### src/rtl/thermal_guard_pkg.sv
package thermal_guard_pkg;
    // Word indices; the offsets are part of the software contract
    localparam int IDX_LIMIT = 0;
    localparam int IDX_CALIB = 1;
    localparam int IDX_LOCK  = 2;
    localparam int IDX_SDCTL = 3;
    localparam int IDX_TEMP  = 4;
    localparam int NUM_REGS  = 5;
    // Bit positions inside the control words
    localparam int LOCK_BIT  = 0;
    localparam int SD_EN_BIT = 1;
endpackage

### src/rtl/thermal_addr_decode.sv
module thermal_addr_decode #(
    parameter int ADDR_W   = 5,
    parameter int NUM_REGS = 5
) (
    input  logic [ADDR_W-1:0]   addr,
    input  logic                wr_en,
    input  logic                rd_en,
    output logic [NUM_REGS-1:0] wr_sel,
    output logic [NUM_REGS-1:0] rd_sel
);
    localparam int IDX_W = ADDR_W - 2;

    logic aligned;
    assign aligned = (addr[1:0] == 2'b00);

    for (genvar g = 0; g < NUM_REGS; g++) begin : g_sel
        localparam logic [IDX_W-1:0] G_IDX = IDX_W'(g);
        logic hit;
        assign hit       = aligned && (addr[ADDR_W-1:2] == G_IDX);
        assign wr_sel[g] = wr_en && hit;
        assign rd_sel[g] = rd_en && hit;
    end
endmodule

### src/rtl/thermal_lock_ctrl.sv
module thermal_lock_ctrl (
    input  logic clk,
    input  logic por_n,
    input  logic warm_rst_n,
    input  logic lock_wr,
    input  logic lock_set_bit,
    input  logic prot_wr,
    output logic locked,
    output logic violation
);
    typedef struct packed {
        logic lock;
        logic viol;
    } lock_st_t;

    lock_st_t st_d, st_q;

    always_comb begin
        st_d      = st_q;
        // a rejected write is flagged for exactly one cycle
        st_d.viol = prot_wr && st_q.lock;
        // write-one-to-set; no path ever clears it except power-on reset
        if (lock_wr && lock_set_bit) begin
            st_d.lock = 1'b1;
        end
    end

    always_ff @(posedge clk or negedge por_n) begin
        if (!por_n) begin
            st_q <= '0;
        end else if (!warm_rst_n) begin
            st_q.lock <= st_q.lock;
            st_q.viol <= 1'b0;
        end else begin
            st_q <= st_d;
        end
    end

    assign locked    = st_q.lock;
    assign violation = st_q.viol;
endmodule

### src/rtl/thermal_trip.sv
module thermal_trip #(
    parameter int TEMP_W = 8
) (
    input  logic              clk,
    input  logic              por_n,
    input  logic [TEMP_W-1:0] temp_in,
    input  logic [TEMP_W-1:0] limit,
    input  logic              sd_en,
    output logic [TEMP_W-1:0] cur_temp,
    output logic              trip
);
    typedef struct packed {
        logic [TEMP_W-1:0] temp;
        logic              trip;
    } trip_st_t;

    trip_st_t st_d, st_q;

    always_comb begin
        st_d      = st_q;
        st_d.temp = temp_in;
        st_d.trip = sd_en && (st_q.temp >= limit);
    end

    always_ff @(posedge clk or negedge por_n) begin
        if (!por_n) begin
            st_q <= '0;
        end else begin
            st_q <= st_d;
        end
    end

    assign cur_temp = st_q.temp;
    assign trip     = st_q.trip;
endmodule

### src/rtl/thermal_guard_regs.sv
module thermal_guard_regs
    import thermal_guard_pkg::*;
#(
    parameter int                ADDR_W      = 5,
    parameter int                DATA_W      = 32,
    parameter int                TEMP_W      = 8,
    parameter logic [TEMP_W-1:0] LIMIT_RESET = TEMP_W'(125)
) (
    input  logic              clk,
    input  logic              por_n,
    input  logic              warm_rst_n,
    input  logic              bus_wr_en,
    input  logic              bus_rd_en,
    input  logic [ADDR_W-1:0] bus_addr,
    input  logic [DATA_W-1:0] bus_wdata,
    output logic [DATA_W-1:0] bus_rdata,
    input  logic [TEMP_W-1:0] temp_in,
    output logic              shutdown_req,
    output logic              lock_violation
);
    typedef struct packed {
        logic [TEMP_W-1:0] limit;
        logic [DATA_W-1:0] calib;
        logic              sd_en;
    } cfg_t;

    logic [NUM_REGS-1:0] wr_sel, rd_sel;
    logic                locked, prot_wr;
    logic [TEMP_W-1:0]   cur_temp;
    cfg_t                cfg_d, cfg_q;
    logic [DATA_W-1:0]   rdata_d, rdata_q;

    thermal_addr_decode #(
        .ADDR_W   (ADDR_W),
        .NUM_REGS (NUM_REGS)
    ) decode_i (
        .addr   (bus_addr),
        .wr_en  (bus_wr_en),
        .rd_en  (bus_rd_en),
        .wr_sel (wr_sel),
        .rd_sel (rd_sel)
    );

    assign prot_wr = wr_sel[IDX_LIMIT] | wr_sel[IDX_CALIB] | wr_sel[IDX_SDCTL];

    thermal_lock_ctrl lock_i (
        .clk          (clk),
        .por_n        (por_n),
        .warm_rst_n   (warm_rst_n),
        .lock_wr      (wr_sel[IDX_LOCK]),
        .lock_set_bit (bus_wdata[LOCK_BIT]),
        .prot_wr      (prot_wr),
        .locked       (locked),
        .violation    (lock_violation)
    );

    thermal_trip #(
        .TEMP_W (TEMP_W)
    ) trip_i (
        .clk      (clk),
        .por_n    (por_n),
        .temp_in  (temp_in),
        .limit    (cfg_q.limit),
        .sd_en    (cfg_q.sd_en),
        .cur_temp (cur_temp),
        .trip     (shutdown_req)
    );

    // protected configuration: writable only while the lock is clear
    always_comb begin
        cfg_d = cfg_q;
        if (!locked) begin
            if (wr_sel[IDX_LIMIT]) cfg_d.limit = bus_wdata[TEMP_W-1:0];
            if (wr_sel[IDX_CALIB]) cfg_d.calib = bus_wdata;
            if (wr_sel[IDX_SDCTL]) cfg_d.sd_en = bus_wdata[SD_EN_BIT];
        end
    end

    always_ff @(posedge clk or negedge por_n) begin
        if (!por_n) begin
            cfg_q <= '{limit: LIMIT_RESET, calib: '0, sd_en: 1'b0};
        end else begin
            cfg_q <= cfg_d;
        end
    end

    // read path: reserved bits and unmapped words return zero
    always_comb begin
        rdata_d = rdata_q;
        if (bus_rd_en) begin
            rdata_d = '0;
            if (rd_sel[IDX_LIMIT]) rdata_d[TEMP_W-1:0] = cfg_q.limit;
            if (rd_sel[IDX_CALIB]) rdata_d             = cfg_q.calib;
            if (rd_sel[IDX_LOCK])  rdata_d[LOCK_BIT]   = locked;
            if (rd_sel[IDX_SDCTL]) rdata_d[SD_EN_BIT]  = cfg_q.sd_en;
            if (rd_sel[IDX_TEMP])  rdata_d[TEMP_W-1:0] = cur_temp;
        end
    end

    always_ff @(posedge clk or negedge por_n) begin
        if (!por_n) begin
            rdata_q <= '0;
        end else if (!warm_rst_n) begin
            rdata_q <= '0;
        end else begin
            rdata_q <= rdata_d;
        end
    end

    assign bus_rdata = rdata_q;
endmodule

### config.mk
export PLATFORM = sky130hd
export DESIGN_NAME = thermal_guard_regs
export DESIGN_NICKNAME = d
export VERILOG_FILES = /design/src/rtl/thermal_guard_pkg.sv /design/src/rtl/thermal_addr_decode.sv /design/src/rtl/thermal_lock_ctrl.sv /design/src/rtl/thermal_trip.sv /design/src/rtl/thermal_guard_regs.sv
export SDC_FILE = /design/constraint.sdc
export NUM_CORES = 1
export LEC_CHECK = 0
export BUFFER_PORTS_ARGS = -buffer_cell sky130_fd_sc_hd__buf_2
export CORE_MARGIN = 1.5
export CORE_UTILIZATION = 55
export CTS_CLUSTER_SIZE = 24
export DETAILED_ROUTE_END_ITERATION = 16
export GPL_TIMING_DRIVEN = 0
export PLACE_DENSITY = 0.81
export SYNTH_ARGS = -nofsm -noshare
export SYNTH_HDL_FRONTEND = slang
export SYNTH_SLANG_ARGS = --single-unit
export TNS_END_PERCENT = 10
### constraint.sdc
create_clock -name clk -period 2.7 [get_ports clk]
set_input_delay 0.135 -clock clk [delete_from_list [all_inputs] [get_ports clk]]
set_output_delay 0.135 -clock clk [all_outputs]
set_load 0.01 [all_outputs]
==> run_results.csv <==
group,metric,value,unit
run_status,outcome,"finished, final reports clean",
setup_path,worstSetupEndpointType,"flip-flop",
cts,cts_buffers,9,
yosys,synth-edff-count,0,
sta,min_period,1.59,ns
setup_path,worst_ep_arrival_time,1.83,ns
drt,drt_wl_total,7630,microns
yosys,ys_warn_count,0,
yosys,ys_seq_area_frac,0.551,
sta,finalSetupTns,0,ns
setup_path,max_stage_delay,0.53,ns
yosys,synth_nets,362,
setup_path,r2r_cells,5,
grt,grt_max_degree,68,
finish,finish.net_count,468,
power_and_ir_drop,power_density,596,nW/um^2
yosys,synth_ff_type,"dfrtp_1",
setup_path,cp.required,2.93,ns
floorplan,num_rows,30,
cts,cts_tree,"built",
min_path,hold_path_class,"primary input to flip-flop",
grt,grt-ovfl-total,0,
floorplan,core-area,6760,sq um
yosys,synthTopCellsByCount,"dfrtp_1, mux2_2, nor2b_1, nand2_1",
cts,cts.clk_slew.worst_paths,0.08,ns
drt,initialDrtViolationCount,111,
setup_path,path_cells,"inv_1 > ha_1 > a211oi_1 > nand3_1 > o221a_2",
grt,groute.usage.overall,0.223,
yosys,synthCells,304,
placed_design,dp.cells,467,
yosys,yosysTopAreaCell,"dfrtp_1",
yosys,ys_ff_latch,84,
drt,first_pass_iters,4,
yosys,syn-cell-area,3830,sq um
setup_path,cp_max_fo,4,
placed_design,dpl-instance-area,4370,sq um
placed_design,place.gp.congestion,0.805,
power_and_ir_drop,ir_drop,0.345,mV
power_and_ir_drop,p_leak,2.22,nW
finish,insertedDiodeCount,0,
yosys,synthTopCellsByArea,"dfrtp_1, mux2_2, nor2b_1",
floorplan,die_area,7470,sq um
cts,cts_sinks,84,
drt,final_antenna_net_count,0,
sta,fin_skew,0.0106,ns
sta,hold_violations,0,
drt,viasPerCell,5.27,
yosys,synthDistinctLibCells,35,
yosys,synth_area_per_cell,12.6,sq um
setup_path,start_kind,"flip-flop",
sta,period_share,0.590,
min_path,hold_depth,2,
drt,drc,0,
grt,grt_pass1_vias,2635,
finish,layout-drive-gt1-share,0.482,
floorplan,die_h,86.4,microns
finish,stdcell_area,4700,sq um
sta,final.setup.worst_slack,1.11,ns
cts,cts_root_buf,"clkbuf_8",
sta,rsz0062_at_grt,"false",
drt,wl_per_cell,15.4,microns
placed_design,dp_hpwl,5440,microns
finish,area_growth,22.9,%
cts,clock_latency,0.35,ns
floorplan,pin_count,84,
cts,clockBufferDepth,2,
setup_path,cpMaxStageDelayCell,"dfstp_2",
floorplan,die_x,86.4,microns
finish,final-instance-count-excl-fill,495,
sta,tightest_slew,0.520,ns
cts,htree_levels,3,
sta,relSlewSlack,0.653,
placed_design,portBuffers,82,
grt,antenna_found_initial,0,
sta,finalMaxSlewViolations,0,
flow_run,drv_cap,0,
finish,fin_util,0.696,
yosys,yosysMostFrequentCell,"dfrtp_1",
drt,num_vias,2608,
grt,grt_pass1_wl,12500,microns
floorplan,start_util,0.566,
sta,setup_viol,0,
placed_design,dp_slack,0.951,ns
yosys,yosys.area.top_type_share,0.510,
sta,fmax,627,MHz
yosys,async_flop_share,1.00,
setup_path,critPathKind,"flip-flop to flip-flop",
cts,ctsResizeCount,0,
path summary, 6_finish.rpt:
kind	start	to	slack, ns
min	bus_wdata[23]	cfg_q[24]	0.02
min reg2reg	cfg_q[19]	cfg_q[19]	0.51
max reg2reg	cfg_q[39]	trip_i.trip	1.11
max	cfg_q[39]	trip_i.trip	1.11
min in group asynchronous	por_n	cfg_q[24]	0.20
max in group asynchronous	por_n	cfg_q[36]	1.84
power breakdown:
group          internal (W)  switching, W  leakage, nW
Combinational      0.000200      0.000170         1.03
Sequential          0.00141     0.0000867         1.09
Clock              0.000504      0.000431        0.102
Total               0.00211      0.000687         2.22
worst max-delay path, delay by kind of cell, from the launching register on:
kind / cells / cell delay [ns]
flops: 1 / 0.53
simple gates: 1 / 0.10
buf+inv: 1 / 0.04
compound gates: 2 / 0.49
fa+ha+maj: 1 / 0.32
final cells by class:
| cell class | count | area, sq um |
|---|---|---|
| flip-flops and latches | 84 | 2110 |
| fillers | 507 | 2060 |
| clock inverters | 3 | 45.0 |
| inverters | 8 | 30.0 |
| multi-input cells | 196 | 1570 |
| clock buffers | 13 | 169 |
| plain buffers | 16 | 118 |
| repair buffers | 95 | 561 |
| well taps | 80 | 100 |
state kept, by name (all words and copies together), names as in the netlist:
name and count:
trip_i.trip 1, cfg_q 41, bus_rdata 32, lock_i.locked 1
lock_i.violation 1, trip_i.cur_temp 8
kinds of logic (layout without fill, tap and decap cells):
| kind of cell | Yosys count | count (layout) | share of synthesized area |
|---|---|---|---|
| buffers and inverters | 24 | 135 | 0.0386 |
| AO/OA/AOI/OAI | 56 | 56 | 0.0991 |
| multiplexers | 42 | 42 | 0.124 |
| flip-flops | 84 | 84 | 0.551 |
| adder cells (fa/ha/maj) | 8 | 8 | 0.0262 |
| AND/OR/NAND/NOR | 90 | 90 | 0.161 |
what timing repair did:
| item | 4_1_cts | 5_1_grt |
|---|---|---|
| hold buffers | 10 | 2 |
| setup buffers | 0 | 0 |
| hold endpoints to repair | 46 | 2 |
cells in the final DEF (no fill, tap or decap), types with 8 or more instances in the layout:
cell	n
inv_1	8
a21oi_2	20
nor2b_2	20
dlygate4sd3_1	12
a21oi_1	8
nand2_1	22
buf_2	83
a31oi_1	8
dfrtp_1	78
ha_1	8
o21ai_0	17
clkbuf_1	9
nor2b_1	29
clkbuf_8	12
mux2_2	41
layer usage:
metal | routed length (microns) | part of all wire | vias to the layer above | GRT usage
li1 | - | - | 1254 | -
met4 | 196 | 0.026 | 0 | 0.0880
met1 | 3270 | 0.43 | 1265 | 0.280
met2 | 3820 | 0.50 | 71 | 0.374
met3 | 338 | 0.044 | 18 | 0.0552
met5 | 0 | 0 | - | 0
per-stage QoR:
stage / total power (W) / hold WS [ns]
2_1_floorplan: 0.00172 / -0.161
3_3_place_gp: 0.00184 / 0.243
3_5_place_dp: 0.00188 / 0.0248
4_1_cts: 0.00282 / 0.00227
5_1_grt: 0.00294 / 0.00226
6_report: 0.00280 / 0.0168
(Power assumes the default switching activity.)
